## src/rtl/rtc_pkg.sv

```systemverilog
package rtc_pkg;

    typedef enum logic [1:0] {
        ST_IDLE,
        ST_PENDING,
        ST_ADVANCE,
        ST_CHECK
    } upd_state_e;

    localparam int N_TIME   = 10;
    localparam int I_SEC    = 0;
    localparam int I_SEC_AL = 1;
    localparam int I_MIN    = 2;
    localparam int I_MIN_AL = 3;
    localparam int I_HOUR   = 4;
    localparam int I_HOUR_AL= 5;
    localparam int I_DOW    = 6;
    localparam int I_DATE   = 7;
    localparam int I_MONTH  = 8;
    localparam int I_YEAR   = 9;
    localparam int I_CTLA   = 10;
    localparam int I_CTLB   = 11;
    localparam int I_FLAGS  = 12;
    localparam int I_POWER  = 13;

    localparam logic [2:0] DIV_RUN   = 3'b010;
    localparam logic [6:0] CTLA_INIT = 7'h26;

    function automatic logic [7:0] month_days(input logic [7:0] month, input logic [7:0] year);
        case (month)
            8'd2:                     month_days = (year[1:0] == 2'b00) ? 8'd29 : 8'd28;
            8'd4, 8'd6, 8'd9, 8'd11:  month_days = 8'd30;
            default:                  month_days = 8'd31;
        endcase
    endfunction

    // returns {day_carry, next_hour}
    function automatic logic [8:0] hour_step(input logic [7:0] hr, input logic mode12);
        logic [6:0] v;
        v = hr[6:0];
        if (!mode12)
            hour_step = (hr >= 8'd23) ? {1'b1, 8'd0} : {1'b0, hr + 8'd1};
        else if (v == 7'd12)
            hour_step = {1'b0, hr[7], 7'd1};
        else if (v == 7'd11)
            hour_step = hr[7] ? {1'b1, 8'h0C} : {1'b0, 8'h8C};
        else
            hour_step = {1'b0, hr[7], v + 7'd1};
    endfunction

endpackage

```

## src/rtl/rtc_tick_div.sv

```systemverilog
module rtc_tick_div #(
    parameter int DIV_W    = 15,
    parameter int SEC_W    = 15,
    parameter int UIP_LEAD = 8
) (
    input  logic       clk,
    input  logic       rst_n,
    input  logic       tick_en,
    input  logic       run,
    input  logic [3:0] rate,
    output logic       warn_o,
    output logic       sec_o,
    output logic       per_o,
    output logic       sqw_raw_o
);
    localparam logic [DIV_W-1:0] SEC_MASK = DIV_W'((64'd1 << SEC_W) - 64'd1);
    localparam logic [DIV_W-1:0] WARN_AT  = SEC_MASK - DIV_W'(UIP_LEAD);

    logic [DIV_W-1:0] cnt_q;
    logic [3:0]       tap;
    logic [DIV_W-1:0] per_mask;
    logic             rate_on;

    always_ff @(posedge clk or negedge rst_n) begin
        if (!rst_n)       cnt_q <= '0;
        else if (!run)    cnt_q <= '0;
        else if (tick_en) cnt_q <= cnt_q + 1'b1;
    end

    always_comb begin
        case (rate)
            4'd1:    tap = 4'd7;
            4'd2:    tap = 4'd8;
            default: tap = rate - 4'd1;
        endcase
        per_mask = DIV_W'((32'd1 << tap) - 32'd1);
        rate_on  = (rate != 4'd0);
    end

    assign sec_o     = run & tick_en & ((cnt_q & SEC_MASK) == SEC_MASK);
    assign warn_o    = run & tick_en & ((cnt_q & SEC_MASK) == WARN_AT);
    assign per_o     = run & tick_en & rate_on & ((cnt_q & per_mask) == per_mask);
    assign sqw_raw_o = run & rate_on & cnt_q[tap - 4'd1];

endmodule

```

## src/rtl/rtc_update_fsm.sv

```systemverilog
module rtc_update_fsm
    import rtc_pkg::*;
(
    input  logic clk,
    input  logic rst_n,
    input  logic warn_i,
    input  logic sec_i,
    input  logic abort_i,
    output logic uip_o,
    output logic adv_o,
    output logic done_o
);
    upd_state_e state_q, state_d;

    always_ff @(posedge clk or negedge rst_n) begin
        if (!rst_n) state_q <= ST_IDLE;
        else        state_q <= state_d;
    end

    always_comb begin
        state_d = state_q;
        unique case (state_q)
            ST_IDLE:    if (warn_i && !abort_i) state_d = ST_PENDING;
            ST_PENDING: if (abort_i)            state_d = ST_IDLE;
                        else if (sec_i)         state_d = ST_ADVANCE;
            ST_ADVANCE:                         state_d = ST_CHECK;
            ST_CHECK:                           state_d = ST_IDLE;
            default:                            state_d = ST_IDLE;
        endcase
    end

    always_comb begin
        uip_o  = (state_q != ST_IDLE);
        adv_o  = (state_q == ST_ADVANCE);
        done_o = (state_q == ST_CHECK);
    end

    p_adv_after_uip_r5: assert property (@(posedge clk) disable iff (!rst_n)
        adv_o |-> $past(uip_o));

    p_freeze_holds_r6: assert property (@(posedge clk) disable iff (!rst_n)
        (abort_i && !uip_o) |=> !uip_o);

endmodule

```

## src/rtl/rtc_calendar.sv

```systemverilog
module rtc_calendar
    import rtc_pkg::*;
(
    input  logic                  clk,
    input  logic                  rst_n,
    input  logic                  adv_i,
    input  logic                  wr_i,
    input  logic [6:0]            addr_i,
    input  logic [7:0]            data_i,
    input  logic                  mode12_i,
    output logic [N_TIME-1:0][7:0] bank_o,
    output logic                  alarm_hit_o
);
    logic [N_TIME-1:0][7:0] bank_q, step;
    logic [8:0]             hs;
    logic                   carry;

    always_comb begin
        step  = bank_q;
        hs    = '0;
        carry = 1'b0;
        if (bank_q[I_SEC] >= 8'd59) begin
            step[I_SEC] = 8'd0;
            carry       = 1'b1;
        end else begin
            step[I_SEC] = bank_q[I_SEC] + 8'd1;
        end
        if (carry) begin
            if (bank_q[I_MIN] >= 8'd59) step[I_MIN] = 8'd0;
            else begin
                step[I_MIN] = bank_q[I_MIN] + 8'd1;
                carry       = 1'b0;
            end
        end
        if (carry) begin
            hs           = hour_step(bank_q[I_HOUR], mode12_i);
            step[I_HOUR] = hs[7:0];
            carry        = hs[8];
        end
        if (carry) begin
            step[I_DOW] = (bank_q[I_DOW] >= 8'd7) ? 8'd1 : bank_q[I_DOW] + 8'd1;
            if (bank_q[I_DATE] >= month_days(bank_q[I_MONTH], bank_q[I_YEAR])) step[I_DATE] = 8'd1;
            else begin
                step[I_DATE] = bank_q[I_DATE] + 8'd1;
                carry        = 1'b0;
            end
        end
        if (carry) begin
            if (bank_q[I_MONTH] >= 8'd12) step[I_MONTH] = 8'd1;
            else begin
                step[I_MONTH] = bank_q[I_MONTH] + 8'd1;
                carry         = 1'b0;
            end
        end
        if (carry) begin
            step[I_YEAR] = (bank_q[I_YEAR] >= 8'd99) ? 8'd0 : bank_q[I_YEAR] + 8'd1;
        end
    end

    always_ff @(posedge clk or negedge rst_n) begin
        if (!rst_n) begin
            bank_q          <= '0;
            bank_q[I_DOW]   <= 8'd1;
            bank_q[I_DATE]  <= 8'd1;
            bank_q[I_MONTH] <= 8'd1;
        end else if (adv_i) begin
            bank_q <= step;
        end else if (wr_i && (addr_i < 7'(N_TIME))) begin
            bank_q[addr_i[3:0]] <= data_i;
        end
    end

    assign bank_o      = bank_q;
    assign alarm_hit_o = (bank_q[I_SEC]  == bank_q[I_SEC_AL]) &&
                         (bank_q[I_MIN]  == bank_q[I_MIN_AL]) &&
                         (bank_q[I_HOUR] == bank_q[I_HOUR_AL]);

    p_sec_step_r3: assert property (@(posedge clk) disable iff (!rst_n)
        (adv_i && (bank_q[I_SEC] < 8'd59)) |=> (bank_q[I_SEC] == $past(bank_q[I_SEC]) + 8'd1));

endmodule

```

## src/rtl/rtc_irq.sv

```systemverilog
module rtc_irq (
    input  logic       clk,
    input  logic       rst_n,
    input  logic       per_set_i,
    input  logic       al_set_i,
    input  logic       up_set_i,
    input  logic [2:0] en_i,
    input  logic       clr_i,
    output logic [3:0] flags_o,
    output logic       irq_o
);
    logic pf_q, af_q, uf_q, irqf;

    always_ff @(posedge clk or negedge rst_n) begin
        if (!rst_n) begin
            pf_q <= 1'b0;
            af_q <= 1'b0;
            uf_q <= 1'b0;
        end else begin
            pf_q <= (pf_q & ~clr_i) | per_set_i;
            af_q <= (af_q & ~clr_i) | al_set_i;
            uf_q <= (uf_q & ~clr_i) | up_set_i;
        end
    end

    assign irqf    = |({pf_q, af_q, uf_q} & en_i);
    assign flags_o = {irqf, pf_q, af_q, uf_q};
    assign irq_o   = irqf;

    p_read_clears_r12: assert property (@(posedge clk) disable iff (!rst_n)
        (clr_i && !per_set_i && !al_set_i && !up_set_i) |=> (flags_o == 4'b0000));

    p_uf_follows_r10: assert property (@(posedge clk) disable iff (!rst_n)
        up_set_i |=> uf_q);

endmodule

```

## src/rtl/rtc_core.sv

```systemverilog
module rtc_core
    import rtc_pkg::*;
#(
    parameter int DIV_W    = 15,
    parameter int SEC_W    = 15,
    parameter int UIP_LEAD = 8
) (
    input  logic       clk,
    input  logic       rst_n,
    input  logic [6:0] addr,
    input  logic       wr_en,
    input  logic [7:0] wr_data,
    input  logic       rd_en,
    output logic [7:0] rd_data,
    input  logic       tick_en,
    input  logic       batt_ok,
    output logic       irq_o,
    output logic       sqw_o
);
    logic [6:0]             ctl_a;
    logic [7:0]             ctl_b;
    logic                   run, warn, sec_hit, per_hit, sqw_raw;
    logic                   uip, adv, done, alarm_hit, clr;
    logic [3:0]             flags;
    logic [N_TIME-1:0][7:0] bank;
    logic [7:0]             rd_mux;

    assign run = (ctl_a[6:4] == DIV_RUN);
    assign clr = rd_en && (addr == 7'(I_FLAGS));

    always_ff @(posedge clk or negedge rst_n) begin
        if (!rst_n) begin
            ctl_a <= CTLA_INIT;
            ctl_b <= 8'h00;
        end else if (wr_en) begin
            if (addr == 7'(I_CTLA)) ctl_a <= wr_data[6:0];
            if (addr == 7'(I_CTLB)) ctl_b <= wr_data;
        end
    end

    rtc_tick_div #(.DIV_W(DIV_W), .SEC_W(SEC_W), .UIP_LEAD(UIP_LEAD)) u_div (
        .clk(clk), .rst_n(rst_n), .tick_en(tick_en), .run(run), .rate(ctl_a[3:0]),
        .warn_o(warn), .sec_o(sec_hit), .per_o(per_hit), .sqw_raw_o(sqw_raw)
    );

    rtc_update_fsm u_fsm (
        .clk(clk), .rst_n(rst_n), .warn_i(warn), .sec_i(sec_hit),
        .abort_i(ctl_b[7] | ~run), .uip_o(uip), .adv_o(adv), .done_o(done)
    );

    rtc_calendar u_cal (
        .clk(clk), .rst_n(rst_n), .adv_i(adv), .wr_i(wr_en), .addr_i(addr),
        .data_i(wr_data), .mode12_i(ctl_b[2]), .bank_o(bank), .alarm_hit_o(alarm_hit)
    );

    rtc_irq u_irq (
        .clk(clk), .rst_n(rst_n), .per_set_i(per_hit), .al_set_i(done & alarm_hit),
        .up_set_i(done), .en_i(ctl_b[6:4]), .clr_i(clr), .flags_o(flags), .irq_o(irq_o)
    );

    always_comb begin
        rd_mux = 8'h00;
        if (addr < 7'(N_TIME)) rd_mux = bank[addr[3:0]];
        else if (addr == 7'(I_CTLA))  rd_mux = {uip, ctl_a};
        else if (addr == 7'(I_CTLB))  rd_mux = ctl_b;
        else if (addr == 7'(I_FLAGS)) rd_mux = {flags, 4'b0000};
        else if (addr == 7'(I_POWER)) rd_mux = {batt_ok, 7'b0000000};
    end

    always_ff @(posedge clk or negedge rst_n) begin
        if (!rst_n)     rd_data <= 8'h00;
        else if (rd_en) rd_data <= rd_mux;
    end

    assign sqw_o = ctl_b[3] & sqw_raw;

    p_irq_has_source_r11: assert property (@(posedge clk) disable iff (!rst_n)
        irq_o |-> (flags[2:0] != 3'b000));

endmodule

```

## config.mk

```make
export PLATFORM = sky130hd
export DESIGN_NAME = rtc_core
export DESIGN_NICKNAME = d
export VERILOG_FILES = /design/src/rtl/rtc_pkg.sv /design/src/rtl/rtc_tick_div.sv /design/src/rtl/rtc_update_fsm.sv /design/src/rtl/rtc_calendar.sv /design/src/rtl/rtc_irq.sv /design/src/rtl/rtc_core.sv
export SDC_FILE = /design/constraint.sdc
export NUM_CORES = 1
export LEC_CHECK = 0
export BUFFER_PORTS_ARGS = -buffer_cell sky130_fd_sc_hd__buf_2
export CAP_MARGIN = 40
export CORE_AREA = 2 2 118 148
export CTS_CLUSTER_SIZE = 12
export DETAILED_ROUTE_END_ITERATION = 10
export DIE_AREA = 0 0 120 150
export MAX_ROUTING_LAYER = met4
export PLACE_DENSITY = 0.76
export SLEW_MARGIN = 15
export SYNTH_ARGS = -nofsm -noshare
export SYNTH_HDL_FRONTEND = slang
export SYNTH_SLANG_ARGS = --single-unit
```

## constraint.sdc

```tcl
create_clock -name clk -period 4.35 [get_ports clk]
set_clock_uncertainty 0.15 [all_clocks]
set_input_delay 0.435 -clock clk [delete_from_list [all_inputs] [get_ports clk]]
set_output_delay 0.435 -clock clk [all_outputs]
set_load 0.05 [all_outputs]
```

Word level (Yosys, flattened, before mapping):

Cells that the tools add are included.

* output and inout bits: 10
* register bits: 123
* input port bits: 21
* logic and storage cells: 169

* mux-type cells: 48
* equality and inequality tests: 33
* magnitude comparators: 11
* $add $sub $neg: 12
* reductions and logical operators: 24
* bitwise gates (word level): 21
* shifts and indexed selects: 1

Operators with widths (number)
* 80-bit two-way mux: 2
* 8-bit two-way mux: 18
* 80-bit bitwise mux: 1
* 8-bit by 1-bit adder with 8-bit output (second input constant): 7
* 9-bit two-way mux: 5
* 7-bit by 4-bit == test with 1-bit output (second input constant): 6
* 8-bit binary-select mux with 4-bit select: 1
* 8-bit demux with 4-bit select: 1
* 15-bit == test (second input constant): 2
* 15-bit two-way mux: 2
* 8-bit == test: 3
* 2-bit AND reduction: 9
* 8-bit by 3-bit == test with 1-bit output (second input constant): 2
* 8-bit by 4-bit == test with 1-bit output (second input constant): 2
* 8-bit by 6-bit greater-or-equal comparator with 1-bit output (second input constant): 2
* 16-bit two-way mux: 1
* 8-bit case mux with 2 select lines: 1
* 15-bit by 1-bit adder with 15-bit output (second input constant): 1
* 15-bit AND: 1
* 15-bit == test: 1
* 1-bit by 4-bit << shifter with 15-bit output (first input constant): 1
* 15-bit by 1-bit subtractor with 15-bit output (second input constant): 1
* 1-bit AND: 12
* 2-bit by 1-bit inequality test with 1-bit output (second input constant): 6
* 35 further kinds: 62

Depth between registers and ports, before layout:

Gate-level depths: netlist of the first run.

* depth after elaboration: 12
* mapped depth: 15
* depth with buffers taken out: 14

By module:

From an unflattened synthesis of the first run, not the netlist that was laid out.

* cells, all modules: 895
* area total of the unflattened synthesis: 8725.9 um2

Modules (own cells, without submodules)
* rtc_calendar: area each 4675.7 um2, cells each 473, sequential area each 2005.7 um2, times used 1
* rtc_tick_div: area each 1918.1 um2, cells each 239, sequential area each 375.4 um2, times used 1
* rtc_core: area each 1874.3 um2, cells each 159, sequential area each 579.3 um2, times used 1
* rtc_irq: area each 146.4 um2, cells each 13, sequential area each 75.1 um2, times used 1
* rtc_update_fsm: area each 111.4 um2, cells each 11, sequential area each 50.0 um2, times used 1

Worst setup path after synthesis of the first run:

OpenSTA, ideal clock, no wires.

* path type: register -> output
* start point: register ctl_a[1]
* end point: output port sqw_o
* setup slack: 0.459 ns
* cell stages (with the launch flop): 12
* buffers on the path: 2
* required time: 3.765 ns
* arrival time: 3.306 ns
* cells stage by stage: dfstp_2 > buf_4 > inv_1 > ha_1 > inv_1 > a21o_1 > buf_2 > o211ai_1 > o21ai_0 > o21ai_0 > mux2i_1 > a211oi_1

* cells in the longest elaborated chain, start to end: 7
* elaborated cells on any way between the ends: 11
* those cells by class: add/sub: 2; eq/ne: 2; mux: 3; bitwise: 3; reduce/logical: 1

RTL lines
* start: declaration: RTL line rtc_core.sv:20 `logic [6:0] ctl_a;`
* start signal: assignment: RTL line rtc_core.sv:36 `if (addr == 7'(I_CTLA)) ctl_a <= wr_data[6:0];`
* 4-bit by 1-bit subtractor with 4-bit output (tied with other cells): RTL line rtc_tick_div.sv:34 `default: tap = rate - 4'd1;`
* 4-bit case mux with 2 select lines: RTL line rtc_tick_div.sv:31 `case (rate)`
* 4-bit by 1-bit subtractor with 4-bit output: RTL line rtc_tick_div.sv:43 `assign sqw_raw_o = run & rate_on & cnt_q[tap - 4'd1];`
* 1-bit binary-select mux with 4-bit select: RTL line rtc_tick_div.sv:43
* 1-bit two-way mux (not written as such): RTL line rtc_tick_div.sv:43
* 1-bit AND (*): RTL line rtc_tick_div.sv:43
* 1-bit AND (*): RTL line rtc_core.sv:75 `assign sqw_o = ctl_b[3] & sqw_raw;`
* end: declaration: RTL line rtc_core.sv:18 `output logic sqw_o`

Mark *: on every way between the ends. The rest lies on a longest branch, timed or not. The select of a mux whose other input is x is not followed.

Worst setup path after layout of the first run:

Same ends and word-level chain as after synthesis.

==> reports/summary.log, run 1 <==
qor: run_status.status completed
qor: critical_path.crit_chain inv_1 > ha_1 > inv_1 > a21oi_1 > nand2_1 > a21oi_1 > a311oi_1 > a211oi_1 > a211oi_1 > a211oi_1 > buf_2
qor: sta.slew_headroom 0.495
qor: critical_path.critPathMostFrequentCell a211oi_1
qor: die.initial_utilization 0.491
qor: critical_path.worstPathMaxFanout 11
qor: critical_path.timing.critical_path.required 3760 ps
qor: clock_network.cts_max_level 4
qor: sta.worst_pin_slew 757 ps
qor: die.core_region_area 16600 sq um
qor: hold_path.min_path_cells 3
qor: die.fp-row-count 53
qor: pwr.power-per-cell-area 380 nW/um^2
qor: finish.filler_cell_count 1494
qor: route.antenna_violating_nets_left 0
qor: finish.layout.cells.most_common dfrtp_1
qor: synth.asr_flop_ratio_synth 1.00
qor: route.dr.first_iter.drc_count 856
qor: finish.areaGrowthSynthToFinish 11.2%
qor: sta.timing.final.crit_period 3900 ps
qor: finish.layout.cells.most_common_list dfrtp_1 (117), nand2_1 (106), nor2_1 (72), o21ai_0 (72), mux2_2 (38)
qor: route.drt_wl_total 24.2 mm
qor: sta.finalMaxSlewViolations 0
qor: route.number_of_iterations_in_the_first_detailed_routing_pass 6
qor: synth.synth_cells 873
qor: synth.yosysSeqAreaShare 0.378
qor: place.routabilityCongestion 1.00
qor: critical_path.cpMaxStageDelayCell dfstp_2
qor: synth.ys_seq_elements 123
qor: synth.number_of_enable_type_register_cells_in_the_synthesized_netlist 0
qor: grt.grt_pass1_wl 38.2 mm
qor: synth.synth_flop_cell dfrtp_1
qor: clock_network.clk_transition_reported_paths 50 ps
qor: route.detailroute.via_count 7299
qor: synth.synth.lib_cells_used.distinct 85
qor: critical_path.reg2regPathDepth 14
qor: die.die_boundary_width 120 um
qor: die.fp.dieArea 18000 sq um
qor: clock_network.clock_tree.root_cell clkbuf_16
qor: grt.grt_start_max_net_pins 59
qor: place.detailed_place_hpwl 17.2 mm
qor: finish.finish.net_count 928
qor: finish.count_of_inserted_antenna_diode_cells 0
qor: synth.synth-warning-count 0
qor: clock_network.clkLatencyLatePin 420 ps
qor: clock_network.cts_resized 0
qor: critical_path.start_kind flip-flop
qor: run.cap_violations 0
qor: critical_path.cp_slowest_stage_delay 620 ps
qor: clock_network.numCtsBuffers 17
qor: place.placement.io_buffers 30
qor: clock_network.tritoncts_num_sinks 123
qor: route.routedWlPerCell 21.7 um
qor: sta.rsz_0062_raised_after_global_routing no
qor: clock_network.cts_max_path_buffers 2
qor: pwr.cellLeakagePower 3.71 nW
qor: sta.final-hold-violation-count 0
qor: die.die_h 150 um
qor: route.route.detailed.vias_per_inst 6.53
qor: pwr.peakVddDrop 279 uV
qor: sta.timing.final.setup_violations 0
qor: clock_network.cts_tree built
qor: pwr.design_power_total 3.45 mW
qor: route.drcViolationCount 0
qor: sta.setup_total_negative_slack 0 ps
qor: grt.grt_use_total 0.283
qor: critical_path.timing.setup.critical_path_class reg -> out
qor: critical_path.critical_path.endpoint_type primary output
qor: synth.post_synth.cell_area_avg 9.36 sq um
qor: sta.period_share 0.897
qor: finish.drive_above_1_share 0.188
qor: sta.max_freq 0.256 GHz
qor: critical_path.critical_path_arrival 3320 ps
qor: grt.first_global_vias 6982
qor: synth.mappedNetlistArea 8170 sq um
qor: grt.initial_antenna_violation_count 0
qor: synth.postSynthNetCount 915
qor: hold_path.hold_path_class in -> reg
qor: die.ioPinCount 31
qor: grt.grt-ovfl-total 0
==> per-stage QoR <==
stage / util / instances / hold WS (ps) / instance area [sq um] / worst slack (ps)
final: 0.546 / 1117 / 257 / 9090 / 450
after floorplan: - / 873 / -10.6 / 8170 / 459
after global placement: 0.506 / 1083 / 339 / 8420 / 990
after global routing: 0.546 / 1117 / 265 / 9090 / 212
after detailed placement: 0.508 / 1085 / 169 / 8450 / 923
after CTS: 0.545 / 1116 / 244 / 9070 / 474
==> Yosys cell counts, drive strengths merged (9+ instances only) <==
master  count  area [sq um]
inv        24          90.1
buf        22           128
dfrtp     117          2930
nor2       74           283
xnor2      30           263
a221o      12           120
clkbuf     25           108
nand2     110           428
mux4       16           360
ha         21           263
a21oi      34           178
o311ai     12           105
and3       14          87.6
nor3       20           136
nand2b      9          58.8
nand3      34           195
or3        10          72.6
mux2i      11           110
nand4      12          75.1
o21ai      73           365
mux2       38           428
==> routing by layer <==
metal / GRT usage / vias up / share of wire
met5: - / - / 0
met4: 0.150 / 0 / 0.051
met3: 0.0575 / 92 / 0.065
met2: 0.461 / 332 / 0.50
met1: 0.332 / 3608 / 0.39
li1: - / 3267 / -
==> path summary, 6_finish.rpt <==
kind,startpoint,endpoint,slack [ps]
max,ctl_a[1]$_DFFE_PN1P_,sqw_o,450
min reg2reg,ctl_b[1]$_DFFE_PN0P_,ctl_b[1]$_DFFE_PN0P_,350
min,tick_en,u_div.cnt_q[0]$_DFFE_PN0P_,260
max in group asynchronous,rst_n,u_div.cnt_q[5]$_DFFE_PN0P_,2810
min in group asynchronous,rst_n,u_cal.bank_o[51]$_DFFE_PN0P_,270
max reg2reg,ctl_a[1]$_DFFE_PN1P_,u_irq.pf_q$_DFF_PN0_,940
==> flip-flops by register name, summed over array words and instances, names as in the netlist, named ones only <==
register / flops
u_div.cnt_q: 15
u_irq.uf_q: 1
u_irq.pf_q: 1
ctl_a: 7
u_irq.af_q: 1
rd_data: 8
u_fsm.state_q: 1
u_cal.bank_o: 80
ctl_b: 8
==> report_power, final <==
group          total [mW]  switching (mW)  leakage, nW  internal [mW]
Combinational       0.634           0.372         1.80          0.262
Sequential           1.35           0.118         1.61           1.23
Clock                1.47           0.496        0.296          0.978
Total                3.45           0.987         3.71           2.47
==> repair_timing <==
action,in CTS,in global routing
buffers inserted,0,0
hold endpoints to repair,13,0
hold buffers,1,0
==> critical path, delay by kind of cell (launching register included) <==
family	cells	cell delay [ps]
DFF	1	620
and+or+nand+nor	1	100
AOI/OAI and AO/OA	6	1190
buffers and inverters	3	560
adders and majority gates	1	440
==> area by class of cell <==
cell class	instances	area (sq um)	area share
well taps	220	275	0.0303
inverters	25	93.8	0.0103
repair buffers	41	268	0.0295
flip-flops and latches	123	3090	0.340
clock inverters	8	143	0.0157
clock buffers	22	464	0.0511
multi-input cells	678	4760	0.524
==> cell families (layout without fill, tap and decap cells) <==
logic type,count (synthesis),after routing,share of synthesized area
XOR/XNOR,36,36,0.0386
buffers and inverters,72,96,0.0403
adder cells (fa/ha/maj),21,21,0.0321
flip-flops,123,123,0.378
multiplexers,65,65,0.110
AND/OR/NAND/NOR,333,333,0.209
AO/OA/AOI/OAI,223,223,0.192
No activity file was read; power rests on OpenSTA's default activity.
==> inputs of run 2 (changes only) <==
--- a/config.mk
+++ b/config.mk
@@ -8,11 +8,12 @@
 export BUFFER_PORTS_ARGS = -buffer_cell sky130_fd_sc_hd__buf_2
 export CAP_MARGIN = 40
 export CORE_AREA = 2 2 118 148
-export CTS_CLUSTER_SIZE = 12
+export CTS_CLUSTER_SIZE = 28
 export DETAILED_ROUTE_END_ITERATION = 10
 export DIE_AREA = 0 0 120 150
 export MAX_ROUTING_LAYER = met4
 export PLACE_DENSITY = 0.76
+export RECOVER_POWER = 25
 export SLEW_MARGIN = 15
 export SYNTH_ARGS = -nofsm -noshare
 export SYNTH_HDL_FRONTEND = slang
==> run 2 against run 1 <==
The flow now finishes with violations (capacitance limit, slew limit). Worst hold slack worse by 3.5 ps. Non-clock buffer count did not move. Sequential share of layout area grew 0.098 points. Power is essentially flat. Die area unchanged. Critical endpoint unchanged.
==> reports/summary.log, run 2 (synthesis results as in run 1) <==
qor: run_status.status finished, violations left
qor: run_status.failed_checks capacitance limit, slew limit
qor: route.routedWlPerCell 21.7 um
qor: sta.final-hold-violation-count 0
qor: clock_network.numCtsBuffers 17
qor: critical_path.crit-reg2reg-launch ctl_a[1]$_DFFE_PN1P_
qor: place.routabilityCongestion 1.00
qor: hold_path.min_path_cells 3
qor: hold_path.hold_path_class in -> reg
qor: critical_path.critical_path.endpoint_type primary output
qor: route.route.detailed.vias_per_inst 6.54
qor: finish.count_of_inserted_antenna_diode_cells 0
qor: clock_network.clk_transition_reported_paths 50 ps
qor: clock_network.cts_resized 0
qor: route.dr.first_iter.drc_count 963
qor: grt.globalRouteMet3Util 0.0575
qor: die.fp.dieArea 18000 sq um
qor: grt.grt_start_max_net_pins 59
qor: grt.use_met2 0.461
qor: pwr.fraction_of_power_spent_switching_nets 0.287
qor: route.drt_wl_total 24.3 mm
qor: critical_path.start_kind flip-flop
qor: sta.max_freq 0.256 GHz
qor: finish.drive_above_1_share 0.187
qor: grt.grt-ovfl-total 0
qor: sta.slew_headroom -0.00797
qor: run.cap_violations 1
qor: grt.grt_use_total 0.283
qor: sta.rsz_0062_raised_after_global_routing no
qor: finish.layout.cells.most_common dfrtp_1
qor: finish.finish.net_count 928
qor: die.initial_utilization 0.491
qor: critical_path.ff2ff_setup_slack 940 ps
qor: finish.layout.cells.most_common_list dfrtp_1 (117), nand2_1 (106), nor2_1 (72), o21ai_0 (72), mux2_2 (38)
qor: finish.areaGrowthSynthToFinish 10.9%
qor: grt.grt_use_met1 0.332
qor: die.fp-row-count 53
qor: pwr.total_switching_power 993 uW
qor: clock_network.clkLatencyLatePin 430 ps
qor: finish.largest_register_ff_count 80
qor: clock_network.cts_max_path_buffers 2
qor: critical_path.critical_path_arrival 3330 ps
qor: clock_network.post-cts-setup-buffer-count 0
qor: grt.first_global_vias 6982
qor: route.number_of_iterations_in_the_first_detailed_routing_pass 8
qor: clock_network.cts_max_level 4
qor: route.drcViolationCount 0
qor: sta.timing.final.crit_period 3910 ps
qor: pwr.internal_power 2.47 mW
qor: grt.globalRoute.busiestLayer met2
qor: pwr.power-per-cell-area 382 nW/um^2
qor: die.ioPinCount 31
qor: place.detailed_place_hpwl 17.2 mm
qor: critical_path.timing.critical_path.required 3760 ps
qor: pwr.design_power_total 3.46 mW
qor: route.antenna_violating_nets_left 0
qor: critical_path.reg2regPathDepth 14
qor: clock_network.holdBufCountCts 1
qor: pwr.peakVddDrop 283 uV
qor: sta.finalMaxSlewViolations 59
qor: sta.timing.final.setup_violations 0
qor: hold_path.min_to u_div.cnt_q[0]$_DFFE_PN0P_
qor: die.die_h 150 um
qor: grt.initial_antenna_violation_count 0
qor: hold_path.timing.hold.worst.start tick_en
qor: die.die_boundary_width 120 um
qor: sta.period_share 0.899
qor: pwr.clockPowerShare 0.428
qor: critical_path.timing.setup.critical_path_class reg -> out
qor: route.detailroute.via_count 7300
qor: critical_path.worstPathMaxFanout 11
qor: pwr.cellLeakagePower 3.70 nW
qor: clock_network.cts_tree built
qor: grt.grt_pass1_wl 38.2 mm
qor: critical_path.rr_endpoint u_irq.pf_q$_DFF_PN0_
qor: pwr.combPwrFrac 0.183
qor: sta.worst_pin_slew 1510 ps
qor: pwr.share_seq_of_total_power 0.389
qor: clock_network.clock_tree.root_cell clkbuf_16
qor: place.placement.io_buffers 30
qor: die.core_region_area 16600 sq um
qor: sta.setup_total_negative_slack 0 ps
qor: clock_network.tritoncts_num_sinks 123
[run 2: area by class of cell]
| cell class | instances | area (sq um) |
|---|---|---|
| flip-flops and latches | 123 | 3090 |
| multi-input cells | 678 | 4760 |
| clock inverters | 8 | 143 |
| clock buffers | 22 | 464 |
| well taps | 220 | 275 |
| repair buffers | 41 | 241 |
| fillers | 1497 | 7580 |
| inverters | 25 | 93.8 |
[run 2: how the worst max path moves through the flow]
stage	cells after the start	slack (ps)	end	from
finish	11	440	sqw_o	ctl_a[1]$_DFFE_PN1P_
detailed placement	11	920	sqw_o	ctl_a[1]$_DFFE_PN1P_
floorplan	11	460	sqw_o	ctl_a[1]$_DFFE_PN1P_
CTS	11	470	sqw_o	ctl_a[1]$_DFFE_PN1P_
global placement	11	990	sqw_o	ctl_a[1]$_DFFE_PN1P_
global route	11	210	sqw_o	ctl_a[1]$_DFFE_PN1P_
[run 2: layer usage]
| metal | part of all wire | routed length [um] |
|---|---|---|
| met1 | 0.38 | 9320 |
| met2 | 0.49 | 11900 |
| met3 | 0.070 | 1700 |
| met4 | 0.055 | 1340 |
| met5 | 0 | 0 |
[run 2: power groups by stage]
stage	Clock, mW	Combinational (mW)	Sequential, mW
3_5_place_dp	0	0.620	1.36
6_report	1.48	0.632	1.35
3_3_place_gp	0	0.614	1.36
5_1_grt	1.54	0.686	1.36
4_1_cts	1.49	0.625	1.34
2_1_floorplan	0	0.465	1.33
[run 2: metrics by stage]
stage          instance area [sq um]  setup WS [ps]  hold WS (ps)  std cells   util
4_1_cts                         9070            474           244       1116  0.545
3_5_place_dp                    8450            923           169       1085  0.508
6_report                        9060            440           254       1117  0.544
5_1_grt                         9060            212           265       1117  0.544
3_3_place_gp                    8420            990           339       1083  0.506
2_1_floorplan                   8170            459         -10.6        873      -
[run 2: worst max-delay path, stage by stage, from the launching register on]
cell	delay (ps)
dfstp_2	620
inv_1	100
ha_1	440
inv_1	160
a21oi_1	410
nand2_1	100
a21oi_1	180
a311oi_1	70
a211oi_1	240
a211oi_1	80
a211oi_1	200
buf_2	290
==> inputs of run 3 (changes only) <==
--- a/config.mk
+++ b/config.mk
@@ -7,12 +7,13 @@
 export LEC_CHECK = 0
 export BUFFER_PORTS_ARGS = -buffer_cell sky130_fd_sc_hd__buf_2
 export CAP_MARGIN = 40
-export CORE_AREA = 2 2 118 148
+export CORE_AREA = 2 2 127 160
 export CTS_CLUSTER_SIZE = 28
 export DETAILED_ROUTE_END_ITERATION = 10
-export DIE_AREA = 0 0 120 150
+export DIE_AREA = 0 0 129 162
+export GPL_TIMING_DRIVEN = 0
 export MAX_ROUTING_LAYER = met4
-export PLACE_DENSITY = 0.76
+export PLACE_DENSITY = 0.7
 export RECOVER_POWER = 25
 export SLEW_MARGIN = 15
 export SYNTH_ARGS = -nofsm -noshare
==> constraint.sdc (replaced) <==
create_clock -name clk -period 3.5 [get_ports clk]
set_clock_uncertainty 0.15 [all_clocks]
set_input_delay 0.35 -clock clk [delete_from_list [all_inputs] [get_ports clk]]
set_output_delay 0.35 -clock clk [all_outputs]
set_load 0.05 [all_outputs]
==> run 3 against run 2 <==
Combinational power rose by 42%. Routed wire length fell by 0.82%. Die area is 16% higher. Flip-flop and latch count stayed put. Final cell count is 8.2% higher. Largest cell class unchanged. Sequential power up 22%. Global-route usage down 3.8 points. First-iteration DRC count decreased by 26%. Worst hold slack got worse by 220 ps. The run still ends with capacitance limit, slew limit left. Critical path depth is 1 higher.
==> reports/summary.log, run 3 (synthesis results as in run 1) <==
qor: run_status.status finished, violations left
qor: run_status.failed_checks capacitance limit, slew limit
qor: pwr.fraction_of_power_spent_switching_nets 0.299
qor: route.drcViolationCount 0
qor: grt.initial_antenna_violation_count 0
qor: die.ioPinCount 31
qor: sta.max_freq 0.289 GHz
qor: place.post_dp_cell_area 8670 sq um
qor: clock_network.numCtsBuffers 17
qor: sta.hold_slack 37.6 ps
qor: clock_network.clk_transition_reported_paths 60 ps
qor: critical_path.cp_slowest_stage_delay 550 ps
qor: critical_path.critical_path.endpoint_type primary output
qor: place.detailed_place_hpwl 17.1 mm
qor: critical_path.timing.critical_path.required 3000 ps
qor: hold_path.hold_path_class in -> reg
qor: route.dr.first_iter.drc_count 711
qor: critical_path.timing.setup.critical_path_class reg -> out
qor: pwr.clockPowerShare 0.428
qor: route.drt_wl_total 24.1 mm
qor: grt.grt_use_total 0.246
qor: route.antenna_violating_nets_left 0
qor: pwr.power-per-cell-area 469 nW/um^2
qor: finish.largest_register_ff_count 80
qor: critical_path.crit_chain buf_6 > clkinvlp_4 > ha_4 > inv_6 > a21o_1 > buf_6 > o211ai_1 > o21ai_2 > a211oi_2 > a211oi_2 > a211oi_2 > buf_6
qor: die.fp-row-count 57
qor: critical_path.cpMaxStageDelayCell dfstp_2
qor: route.detailroute.via_count 7397
qor: clock_network.clkLatencyLatePin 440 ps
qor: route.routedWlPerCell 19.9 um
qor: die.initial_utilization 0.423
qor: die.die_boundary_width 129 um
qor: pwr.design_power_total 4.45 mW
qor: pwr.combPwrFrac 0.202
qor: sta.rsz_0062_raised_after_global_routing yes
qor: grt.first_global_vias 7096
qor: pwr.cellLeakagePower 3.85 nW
qor: finish.layout.cells.most_common_list dfrtp_1 (116), nand2_1 (106), nor2_1 (71)
qor: clock_network.cts_tree built
qor: run.cap_violations 1
qor: pwr.internal_power 3.12 mW
qor: finish.finish.net_count 973
qor: finish.count_of_inserted_antenna_diode_cells 0
qor: sta.worst_pin_slew 1990 ps
qor: critical_path.path_buf_inv 5
qor: place.place_ws -269 ps
qor: critical_path.start_kind flip-flop
qor: clock_network.clock_tree.root_cell clkbuf_16
qor: sta.final-hold-violation-count 0
qor: route.route.detailed.vias_per_inst 6.12
qor: finish.layout.cells.most_common dfrtp_1
qor: sta.setup_total_negative_slack 0 ps
qor: pwr.share_seq_of_total_power 0.370
qor: place.routabilityCongestion 0.956
qor: critical_path.worstPathMaxFanout 5
qor: critical_path.path_delay_family compound AO/OA/AOI/OAI gates
qor: sta.fin_ws 36.7 ps
qor: grt.grt_pass1_wl 38.6 mm
qor: sta.period_share 0.990
qor: finish.finish.instance_area 9500 sq um
qor: die.core_region_area 19300 sq um
qor: die.fp.dieArea 20900 sq um
qor: clock_network.cts_max_level 4
qor: pwr.total_switching_power 1.33 mW
qor: clock_network.cts_max_path_buffers 2
qor: finish.areaGrowthSynthToFinish 16.2%
qor: grt.grt-ovfl-total 0
qor: grt.grt_start_max_net_pins 79
qor: die.die_h 162 um
qor: sta.timing.final.crit_period 3460 ps
qor: sta.finalMaxSlewViolations 78
qor: route.number_of_iterations_in_the_first_detailed_routing_pass 6
qor: pwr.peakVddDrop 355 uV
qor: sta.slew_headroom -0.324
qor: critical_path.critical_path_arrival 2960 ps
qor: finish.drive_above_1_share 0.221
qor: sta.timing.final.setup_violations 0
qor: clock_network.tritoncts_num_sinks 123
qor: place.placement.io_buffers 26
[run 3: final cells by class]
cell class	instances	area, sq um
Buffer	47	248
Multi-Input combinational cell	678	4840
Clock inverter	13	190
Timing Repair Buffer	39	254
Tap cell	265	332
Fill cell	1782	9830
Inverter	25	103
Sequential cell	123	3090
Clock buffer	19	443
[run 3: per-stage QoR]
| stage | instances | util |
|---|---|---|
| 2_1_floorplan | 873 | - |
| 3_3_place_gp | 1164 | 0.447 |
| 3_5_place_dp | 1165 | 0.449 |
| 4_1_cts | 1201 | 0.485 |
| 5_1_grt | 1209 | 0.492 |
| 6_report | 1209 | 0.492 |
[run 3: worst register-to-register path: stages (launching register included)]
cell and delay, ps:
dfstp_2 550, buf_6 110, clkinvlp_4 130, ha_4 220
or4b_4 550, a21oi_4 160, and2b_2 180, nand2_1 60
ha_2 310, o2111ai_2 100, a311oi_1 260, nand4_1 190
o31ai_2 310
[run 3: worst paths after layout]
kind | slack (ps) | depth (start not counted) | start | end
max in group asynchronous | 1040 | 2 | rst_n | ctl_a[0]$_DFFE_PN0P_
min reg2reg | 360 | 2 | ctl_b[1]$_DFFE_PN0P_ | ctl_b[1]$_DFFE_PN0P_
min in group asynchronous | 860 | 2 | rst_n | u_cal.bank_o[35]$_DFFE_PN0P_
max reg2reg | 100 | 12 | ctl_a[1]$_DFFE_PN1P_ | u_irq.pf_q$_DFF_PN0_
max | 40 | 12 | ctl_a[1]$_DFFE_PN1P_ | sqw_o
min | 40 | 2 | wr_data[2] | u_cal.bank_o[34]$_DFFE_PN0P_
[run 3: timing repair]
item	in CTS	in global routing
pin swaps	6	11
cloned	0	1
hold endpoints to repair	71	0
hold buffers	1	0
setup buffers	3	7
setup endpoints to repair	2	2
gates resized for setup	13	19
[run 3: power groups by stage]
stage	clock network [mW]	registers (mW)	logic (mW)
global placement	0	1.66	0.810
floorplan	0	1.65	0.579
CTS	1.91	1.64	0.851
global route	1.98	1.66	0.974
detailed placement	0	1.67	0.819
finish	1.91	1.65	0.899
[run 3: per-layer routing]
metal / global-route usage / up-vias / share of wire
met4: 0.0963 / 0 / 0.033
met3: 0.0448 / 61 / 0.066
li1: - / 3361 / -
met1: 0.312 / 3660 / 0.41
met2: 0.390 / 315 / 0.49
met5: - / - / 0
